[src/rtl/synth_cfg_pkg.sv]
// Package: field widths and the packed layout of the serial configuration word.
// Assumes the serial word order test field, then post-divide code, then divide value.
package synth_cfg_pkg;
    localparam int M_W  = 9;
    localparam int N_W  = 2;
    localparam int T_W  = 3;
    localparam int SR_W = T_W + N_W + M_W;

    typedef struct packed {
        logic [T_W-1:0] t;
        logic [N_W-1:0] n;
        logic [M_W-1:0] m;
    } cfg_t;
endpackage

[src/rtl/sync_bits.sv]
// Multi-stage synchronizer for a vector of asynchronous pins.
// Assumes all bits share one depth, so bits that change together stay aligned.
module sync_bits #(
    parameter int W      = 1,
    parameter int STAGES = 2
) (
    input  logic         clk,
    input  logic         rst_n,
    input  logic [W-1:0] d_i,
    output logic [W-1:0] q_o
);
    logic [W-1:0] st [STAGES];

    genvar g;
    generate
        for (g = 0; g < STAGES; g++) begin : g_stage
            // Purpose: one register stage of the chain.
            always_ff @(posedge clk) begin
                if (!rst_n) st[g] <= '0;
                else if (g == 0) st[g] <= d_i;
                else st[g] <= st[(g == 0) ? 0 : g-1];
            end
        end
    endgenerate

    assign q_o = st[STAGES-1];
endmodule

[src/rtl/edge_pulse.sv]
// Turns a synchronized level into a one-cycle pulse on the chosen edge.
// Assumes the input is already synchronous; RISING=1 picks the rising edge, 0 the falling edge.
module edge_pulse #(
    parameter bit RISING = 1'b1
) (
    input  logic clk,
    input  logic rst_n,
    input  logic lvl_i,
    output logic pulse_o
);
    logic prev_q;

    // Purpose: remember the level from the previous cycle.
    always_ff @(posedge clk) begin
        if (!rst_n) prev_q <= 1'b0;
        else        prev_q <= lvl_i;
    end

    generate
        if (RISING) begin : g_rise
            assign pulse_o = lvl_i & ~prev_q;
        end else begin : g_fall
            assign pulse_o = ~lvl_i & prev_q;
        end
    endgenerate
endmodule

[src/rtl/cfg_shift.sv]
// Serial shift register: bit 0 takes the new data, bit SR_W-1 is the oldest.
// Assumes the enable is a one-cycle pulse that is already gated by the parallel strobe.
module cfg_shift
    import synth_cfg_pkg::*;
(
    input  logic            clk,
    input  logic            rst_n,
    input  logic            en_i,
    input  logic            dat_i,
    output logic [SR_W-1:0] sr_o
);
    // Purpose: shift one bit in per enable pulse.
    always_ff @(posedge clk) begin
        if (!rst_n)    sr_o <= '0;
        else if (en_i) sr_o <= {sr_o[SR_W-2:0], dat_i};
    end
endmodule

[src/rtl/cfg_regs.sv]
// Active setting registers: transparent to the parallel inputs while the strobe is low,
// loaded from the shift register on a transfer pulse while the strobe is high.
// Assumes every input is synchronous to clk.
module cfg_regs
    import synth_cfg_pkg::*;
(
    input  logic           clk,
    input  logic           rst_n,
    input  logic           pl_lvl_i,
    input  logic           xfer_i,
    input  logic [M_W-1:0] par_m_i,
    input  logic [N_W-1:0] par_n_i,
    input  cfg_t           sr_i,
    output cfg_t           act_o
);
    // Purpose: choose between parallel follow, serial transfer and hold.
    always_ff @(posedge clk) begin
        if (!rst_n) begin
            act_o <= '0;
        end else if (!pl_lvl_i) begin
            act_o.m <= par_m_i;
            act_o.n <= par_n_i;
            act_o.t <= '0;
        end else if (xfer_i) begin
            act_o <= sr_i;
        end
    end
endmodule

[src/rtl/synth_cfg_port.sv]
// Top: configuration port for a synthesizer's divider settings.
// Assumes the strobes are wide enough to last several system clocks, and that data
// stays stable around them, so one synchronizer chain keeps data and strobes aligned.
module synth_cfg_port
    import synth_cfg_pkg::*;
#(
    parameter int SYNC_STAGES = 2
) (
    input  logic           clk,
    input  logic           rst_n,
    input  logic           pstrobe_i,
    input  logic [M_W-1:0] par_m_i,
    input  logic [N_W-1:0] par_n_i,
    input  logic           ser_clk_i,
    input  logic           ser_dat_i,
    input  logic           ser_xfer_i,
    output logic [M_W-1:0] m_o,
    output logic [N_W-1:0] n_o,
    output logic [T_W-1:0] t_o,
    output logic           ser_tap_o
);
    localparam int PIN_W = 4 + M_W + N_W;

    logic [PIN_W-1:0] pins_s;
    logic             pl_lvl, sclk_lvl, xfer_lvl, sdat_s;
    logic [M_W-1:0]   pm_s;
    logic [N_W-1:0]   pn_s;
    logic             sclk_rise, xfer_fall;
    logic [SR_W-1:0]  sr_q;
    cfg_t             act;

    sync_bits #(.W(PIN_W), .STAGES(SYNC_STAGES)) u_sync (
        .clk   (clk),
        .rst_n (rst_n),
        .d_i   ({pstrobe_i, ser_clk_i, ser_xfer_i, ser_dat_i, par_m_i, par_n_i}),
        .q_o   (pins_s)
    );

    assign {pl_lvl, sclk_lvl, xfer_lvl, sdat_s, pm_s, pn_s} = pins_s;

    edge_pulse #(.RISING(1'b1)) u_sclk_edge (
        .clk (clk), .rst_n (rst_n), .lvl_i (sclk_lvl), .pulse_o (sclk_rise)
    );

    edge_pulse #(.RISING(1'b0)) u_xfer_edge (
        .clk (clk), .rst_n (rst_n), .lvl_i (xfer_lvl), .pulse_o (xfer_fall)
    );

    cfg_shift u_shift (
        .clk   (clk),
        .rst_n (rst_n),
        .en_i  (pl_lvl & sclk_rise),
        .dat_i (sdat_s),
        .sr_o  (sr_q)
    );

    cfg_regs u_regs (
        .clk      (clk),
        .rst_n    (rst_n),
        .pl_lvl_i (pl_lvl),
        .xfer_i   (xfer_fall),
        .par_m_i  (pm_s),
        .par_n_i  (pn_s),
        .sr_i     (cfg_t'(sr_q)),
        .act_o    (act)
    );

    assign m_o       = act.m;
    assign n_o       = act.n;
    assign t_o       = act.t;
    assign ser_tap_o = sr_q[SR_W-1];
endmodule

[config.mk]
export PLATFORM = sky130hd
export DESIGN_NAME = synth_cfg_port
export DESIGN_NICKNAME = d
export VERILOG_FILES = /design/src/rtl/synth_cfg_pkg.sv /design/src/rtl/sync_bits.sv /design/src/rtl/edge_pulse.sv /design/src/rtl/cfg_shift.sv /design/src/rtl/cfg_regs.sv /design/src/rtl/synth_cfg_port.sv
export SDC_FILE = /design/constraint.sdc
export NUM_CORES = 1
export LEC_CHECK = 0
export ABC_CLOCK_PERIOD_IN_PS = 1200
export BUFFER_PORTS_ARGS = -buffer_cell sky130_fd_sc_hd__buf_2
export CORE_AREA = 2 2 75 56
export CTS_CLUSTER_SIZE = 24
export DETAILED_ROUTE_END_ITERATION = 7
export DIE_AREA = 0 0 77 58
export PLACE_DENSITY = 0.75
export SLEW_MARGIN = 10
export SYNTH_ARGS = -nofsm -noshare
export SYNTH_HDL_FRONTEND = slang
export SYNTH_SLANG_ARGS = --single-unit
[constraint.sdc]
create_clock -name clk -period 1.2 [get_ports clk]
set_input_delay 0.24 -clock clk [delete_from_list [all_inputs] [get_ports clk]]
set_output_delay 0.24 -clock clk [all_outputs]
set_load 0.01 [all_outputs]
==> results.md, run 1 <==
STA:
- The accumulated negative setup slack is 0 ps.
- Measured against its own limit, the worst slew margin works out to 81.3%.
- Setup repair after global routing left no endpoint under its margin.
- The setup skew after layout is 3.11 ps.
- For the finished layout, the period the worst path requires is 1060 ps.
- Derived from the worst setup path, the maximum achievable clock frequency is 939 MHz.
- In the finished design, the share of the clock period the worst path needs comes to 88.7%.
- Setup violations remaining at the end of the flow were counted as 0.
- Setup slack on the critical path of the routed design comes to 135 ps.
- The worst slack on hold paths is 107 ps.
- The final hold violation count came to 0.
- At the pin with the least slew margin, the transition time is 280 ps.
- The number of max-slew violations in the final report is 0.

Synthesis:
- The net count of the mapped netlist is 222.
- In this run, distinct cell masters in the synthesized netlist total 14.
- The average footprint of a synthesized cell is 9.49 um2.
- The number of synthesis warnings is 0.
- The count of state elements after synthesis is 60.
- The portion of the post-synthesis area used by sequential elements is 61.7%.
- The cell area after synthesis is 0.00195 mm2.
- Synthesis produced a netlist whose cell count is 205.

Drt:
- The detailed router finished its first iteration with 67 violations.
- After detailed routing, the average wire length per cell comes to 10.7 um.
- Detailed routing inserted a total of 1402 vias.
- The final antenna-violating net count is 0.
- In the routed layout, each cell is associated on average with a via count of 4.74.
- In the routed design, unresolved DRC markers number 0.
- The number of search-and-repair iterations in the first detailed-routing pass is 4.
- The wire length reported by the detailed router is 3.16 mm.

Clocking:
- The cell sitting at the root of the clock tree is a clkbuf_8.
- In this run, CTS created clock tree buffers numbering 9.
- The CTS clock-pin slew for the worst setup and hold paths is 60 ps.
- TritonCTS built the clock tree.
- The clock latency at the later pin of the worst-skew pair is 330 ps.
- The number of sinks driven by the clock tree is 60.
- The clock passes through at most 2 buffers.
- CTS built an H-tree with a depth of 3.
- The quantity of gates resized following cts is 0.
- Buffers inserted to repair hold after CTS numbered 0.
- The number of setup buffers added after CTS is 0.

Cells and area:
- The number of diodes is 0.
- The filler cell count in the final layout is 347.
- For this run, the post-layout net count is 256.
- In the final layout, the share of cells above drive strength 1 is 21.7%.
- The final standard cell area without fillers is 0.00237 mm2.
- Compared with the post-synthesis result, the final layout area differs by 21.7%.

Power:
- The overall power after layout is 3990 uW.
- The reported leakage power is 0.000966 uW.
- The internal cell power is 3180 uW.
- Power spread over the standard cell area amounts to 1690 mW/mm2.
- Summed over all nets, the switching power comes to 813 uW.
- The switching share of total power is 20.4%.
- The peak supply drop is 0.00116 V.
- The clock network accounts for 43.6% of the total power.
- The sequential share of power is 52.1%.
- The combinational fraction of design power is 4.3%.

Floorplan:
- The die covers 0.00447 mm2.
- The I/O pin total is 32.
- The initial utilization of the core area, before any placement, comes to 51.8%.
- The placeable core region is 0.00376 mm2.
- The vertical die dimension is 58 um.
- Measured along the x axis, the die boundary spans 77 um.
- In this run the core area contains 19 standard-cell rows.

Critical path:
- The dominant delay contributor by cell family on the critical path is flip-flops.
- For the worst setup path, the data arrival time is 820 ps.
- The source of the worst register-to-register timing path is u_sync.st[1][12].
- The capturing element type of the critical path is an output pin.
- Together, buffers and inverters on the worst path number 1.
- The data required time at the worst endpoint is 960 ps.
- The cell at the slowest stage of the critical path is dfxtp_1.
- The signal on the critical path passes through buf_2.
- The capturing instance or port of the critical path is m_o[1].
- The critical path depth in cells is 1.
- In this run the worst path has a maximum fanout of 2.
- In this run the worst setup path begins at u_regs.act_o[1].
- The setup slack of the most critical reg-to-reg path is 170 ps.
- The highest cell delay on the worst timing path is 350 ps.
- The class of the most critical setup path is flop to output pin.
- The worst setup path is launched from a flop.
- The path depth of the worst reg2reg path is 3.
- The worst register-to-register path ends at u_regs.act_o[0].

Flow run:
- Across the run, the number of max-cap violations was 0.

GRT:
- The total routing usage reported by global routing is 16.6%.
- The initial antenna violation count came to 0.
- The via count of the first global-routing pass is 1248.
- Summed over all layers, the global routing overflow is 0.
- The first-pass GRT wire length is 5.38 mm.
- The largest net degree at the start of global routing is 29.

Worst hold path:
- The kind of path behind the tightest hold check is primary input to flop.

Run status:
- The flow ran to the end, and the final reports show no timing, DRC or antenna violations.

Placed design:
- The congestion estimate from routability-driven global placement came to 0.736.
- The worst setup slack after placement is 171 ps.
- Once placement finished, the instance area stood at 0.00217 mm2.
- The placed wire-length estimate after detailed placement is 2.03 mm.
- During placement, the flow inserted port buffers numbering 31.
-- worst min-delay path by stage --
stage / start / endpoint / slack [ps] / cells after the start
after floorplan: par_n_i[0] / u_sync.st[0][0] / 370 / 1
after global placement: u_sync.st[0][2] / u_sync.st[1][2] / 410 / 1
after detailed placement: u_sync.st[0][7] / u_sync.st[1][7] / 420 / 1
after CTS: par_m_i[8] / u_sync.st[0][10] / 90 / 2
after global routing: pstrobe_i / u_sync.st[0][14] / 90 / 2
final: par_m_i[2] / u_sync.st[0][4] / 110 / 2
-- state kept, by name, indices dropped and copies added (netlist names) --
register and cells:
u_xfer_edge.prev_q 1, u_shift.sr_o 14, u_regs.act_o 14, u_sclk_edge.prev_q 1, u_sync.st 30
-- per-layer routing --
metal	vias to the layer above	part of all wire (%)	track usage (%)
met5	-	0	0
met4	0	2.7	11.5
met3	9	6.3	8.72
met2	37	42	24.8
met1	617	49	18.6
li1	739	-	-
-- worst reg2reg max path, stage by stage, from the launching register on --
cell,delay [ps]
dfxtp_1,320
and2b_2,380
nand2_1,100
a31oi_1,170
-- synthesized netlist by cell type --
cell | number | share of area [%]
nand3_1 | 14 | 3.6
nand2_1 | 43 | 8.3
clkbuf_1 | 3 | 0.58
nand3b_4 | 1 | 1.0
o21ai_0 | 11 | 2.8
a31oi_1 | 11 | 3.5
o21ai_1 | 14 | 3.6
a21oi_1 | 3 | 0.77
nand2b_1 | 1 | 0.32
buf_2 | 10 | 2.6
dfxtp_1 | 60 | 62
buf_4 | 1 | 0.39
and2_1 | 32 | 10
and2b_2 | 1 | 0.45
-- per-stage QoR --
stage	cells	util [%]
finish	296	63.0
global route	296	63.0
CTS	296	63.0
detailed placement	280	57.7
global placement	280	57.7
floorplan	205	-
-- cells by family after synthesis --
logic type | share of synthesized area, %
AO/OA/AOI/OAI | 10.7
buffers and inverters | 3.54
flip-flops | 61.7
AND/OR/NAND/NOR | 24.0
-- final cells by class --
type                    instances  area, um2  share of cell area, %
flip-flops and latches         60       1200                   50.7
well taps                      52       65.1                   2.75
clock buffers                  16        200                   8.46
multi-input cells             131        676                   28.5
repair buffers                 37        225                   9.51
-- power groups by stage --
stage | clock, uW | sequential, uW | combinational (uW)
floorplan | 0 | 2130 | 96.4
global placement | 0 | 2120 | 171
detailed placement | 0 | 2120 | 175
CTS | 1790 | 2080 | 177
global route | 1870 | 2090 | 196
finish | 1740 | 2080 | 173
-- placed cells by master, fill, tap and decap left out --
cell      instances
dfxtp_1          60
nand2_1          43
and2_1           32
buf_2            31
nand3_1          14
o21ai_1          14
clkbuf_8         14
o21ai_0          11
a31oi_1          11
buf_4             4
a21oi_1           3
clkbuf_1          2
buf_12            2
and2b_2           1
nand2b_1          1
nand3b_4          1
(Power assumes the default switching activity.)
==> inputs of run 2 (changes only) <==
--- a/config.mk
+++ b/config.mk
@@ -11,6 +11,7 @@
 export CTS_CLUSTER_SIZE = 24
 export DETAILED_ROUTE_END_ITERATION = 7
 export DIE_AREA = 0 0 77 58
+export GPL_TIMING_DRIVEN = 0
 export PLACE_DENSITY = 0.75
 export SLEW_MARGIN = 10
 export SYNTH_ARGS = -nofsm -noshare
==> results.md, run 2 (synthesized netlist as in run 1, its figures left out) <==
Cells and area:
- The net count of the finished layout is 263 (was 256).
- The largest register by flop count is u_sync.st (unchanged).
- The register cell area after layout is 0.00120 mm2 (unchanged).
- The proportion of layout cells with a drive suffix above 1 came to 22.3% (was 21.7%).
- Commonest cells after routing, fill and taps aside: 60 x dfxtp_1, 43 x nand2_1, 39 x buf_2 (was 60 x dfxtp_1, 43 x nand2_1, 32 x and2_1).
- The flip-flop count of the largest register after layout came to 30 (unchanged).
- The filler cell count in the final layout is 340 (was 347).
- The number of diodes is 0 (unchanged).
- The most common cell after layout, fill and taps aside was dfxtp_1 (unchanged).
- Largest regs: u_sync.st (30), u_regs.act_o (14), u_shift.sr_o (14) (unchanged).
- The area of the multi-input gates is 676 um2 (unchanged).
- The layout overhead on the synthesized area is 20.5% (was 21.7%).

Clocking:
- The number of buffers inserted by post-CTS setup repair was 0 (unchanged).
- The level count of the clock H-tree was 3 (unchanged).
- The library cell used as clock root buffer is clkbuf_8 (unchanged).
- The total clock buffers created by CTS is 9 (unchanged).
- The clock latency at the later pin of the worst-skew pair was 330 ps (about the same).
- The CTS tree was done (unchanged).
- The CTS clock-pin slew for the worst setup and hold paths is 60 ps (about the same).
- The number of sinks driven by the clock tree was 60 (unchanged).
- The largest buffer count on any clock path is 2 (unchanged).

Power:
- The overall power after layout is 3870 uW (was 3990 uW).
- The total power divided by cell area came to 1650 mW/mm2 (was 1690 mW/mm2).
- The peak supply drop came to 0.00113 V (was 0.00116 V).
- The reported leakage power is 0.000963 uW (was 0.000966 uW).

Critical path:
- The largest driver fanout on the critical path is 10 (was 2).
- The source of the worst register-to-register timing path is u_sync.st[1][12] (unchanged).
- The capturing element type of the critical path is a flop (was output pin).
- The class of the most critical setup path is flop to flop (was flop to output pin).
- The critical path startpoint is u_sync.st[1][12] (was u_regs.act_o[1]).
- CP Cell Sequence: nand2b_1 > buf_4 > nand2_1 > a31oi_1 (was buf_2).
- The cell at the slowest stage of the critical path is dfxtp_1 (unchanged).
- The arrival time at the worst endpoint came to 1360 ps (was 820 ps).
- The highest cell delay on the worst timing path is 350 ps (about the same).
- The data required time at the worst endpoint was 1450 ps (was 960 ps).
- The startpoint class of the critical path is a flop (unchanged).

STA:
- The slew at the pin closest to its max-slew limit is 433 ps (was 280 ps).
- The number of max-slew violations in the final report came to 0 (unchanged).
- The final critical delay including setup and external delays was 1110 ps (was 1060 ps).
- The maximum clock rate is 902 MHz (was 939 MHz).
- The part of the cycle the worst path needs came to 92.3% (was 88.7%).
- The accumulated negative setup slack is 0 ps (unchanged).
- The final-report setup violation count is 0 (unchanged).
- The setup skew after layout is 3.74 ps (was 3.11 ps).
- The worst relative slew slack is 71.1% (was 81.3%).
- Unrepaired setup endpoints after global routing: no (unchanged).
- The final hold violation count was 0 (unchanged).

Floorplan:
- The number of cell rows is 19 (unchanged).
- The effective utilization at floorplan is 51.8% (unchanged).
- The width of the chip is 77 um (unchanged).
- The I/O pin total is 32 (unchanged).
- The vertical die dimension is 58 um (unchanged).
- The area enclosed by the die boundary was 0.00447 mm2 (unchanged).
- The placeable core region is 0.00376 mm2 (unchanged).

Placed design:
- The last weighted congestion value of the routability-driven placer was 0.811 (was 0.736).
- The total of buffers placed on input and output ports was 30 (was 31).
- The placed wire-length estimate after detailed placement is 2.45 mm (was 2.03 mm).

Drt:
- The via density per instance came to 4.84 (was 4.74).
- The final antenna-violating net count is 0 (unchanged).
- The number of search-and-repair iterations in the first detailed-routing pass is 4 (unchanged).
- The via total after detailed routing is 1467 (was 1402).
- The number of design rule violations left after detail routing is 0 (unchanged).
- The mean routed wirelength per cell was 12.4 um (was 10.7 um).
- The wire length reported by the detailed router is 3.75 mm (was 3.16 mm).
- The DRC marker count from the first detailed-route iteration came to 52 (was 67).

Flow run:
- The max capacitance violation total came to 0 (unchanged).

GRT:
- The remaining global-route overflow is 0 (unchanged).
- The largest net degree at the start of global routing was 11 (was 29).
- The via count of the first global-routing pass came to 1429 (was 1248).
- The total routing usage reported by global routing was 19.7% (was 16.6%).
- The initial antenna violation count came to 0 (unchanged).
- The first-pass GRT wire length is 6.45 mm (was 5.38 mm).

Run status:
- Run status: complete, no violations (unchanged).

Worst hold path:
- The kind of path behind the tightest hold check was primary input to flop (unchanged).
- The source of the worst hold timing path is par_n_i[1] (was par_m_i[2]).
==> run 2: layout make-up <==
type	instances	share of cell area (%)
clock buffer	15	7.52
multi-input combinational	131	28.8
sequential	60	51.2
timing repair buffer	30	6.40
buffer	14	3.04
tap	52	2.77
clock inverter	1	0.213
==> run 2: through the flow <==
step	hold WS (ps)	instance area [um2]	setup slack (ps)	utilization [%]	instances
CTS	94.1	2340	8.60	62.4	303
floorplan	367	1950	251	-	205
detailed placement	419	2160	52.3	57.5	287
global placement	413	2160	78.3	57.5	287
finish	113	2340	91.9	62.4	303
global route	92.8	2340	12.2	62.4	303
==> run 2: critical path: cells and delay by family (launching register included) <==
kind / cells / cell delay, ps
DFF: 1 / 350
and+or+nand+nor: 2 / 300
buffers and inverters: 1 / 220
AOI/OAI and AO/OA: 1 / 160
==> run 2: report_power, final <==
part           switching [uW]  leakage, uW  total, uW  internal (uW)
sequential               20.9     0.000491       2080           2060
combinational            96.8     0.000378        175           77.9
clock                     697    0.0000937       1620            918
==> run 2: worst paths after layout <==
path	end	slack, ps	cells after the start
worst min-delay path	u_sync.st[0][1]	110	2
worst max register to register	u_regs.act_o[4]	90	4
worst min register to register	u_sync.st[1][7]	430	1
worst max-delay path	u_regs.act_o[4]	90	4
==> run 2: metal layers <==
layer	vias up	GRT usage [%]	wire, um
li1	756	-	-
met1	660	23.1	1790
met2	45	31.5	1680
met3	6	9.66	242
met4	0	7.91	35
met5	-	0	0
==> run 2: timing repair <==
action,in CTS,in global routing
hold buffers,0,0
setup endpoints to repair,0,9
resized for setup,0,2
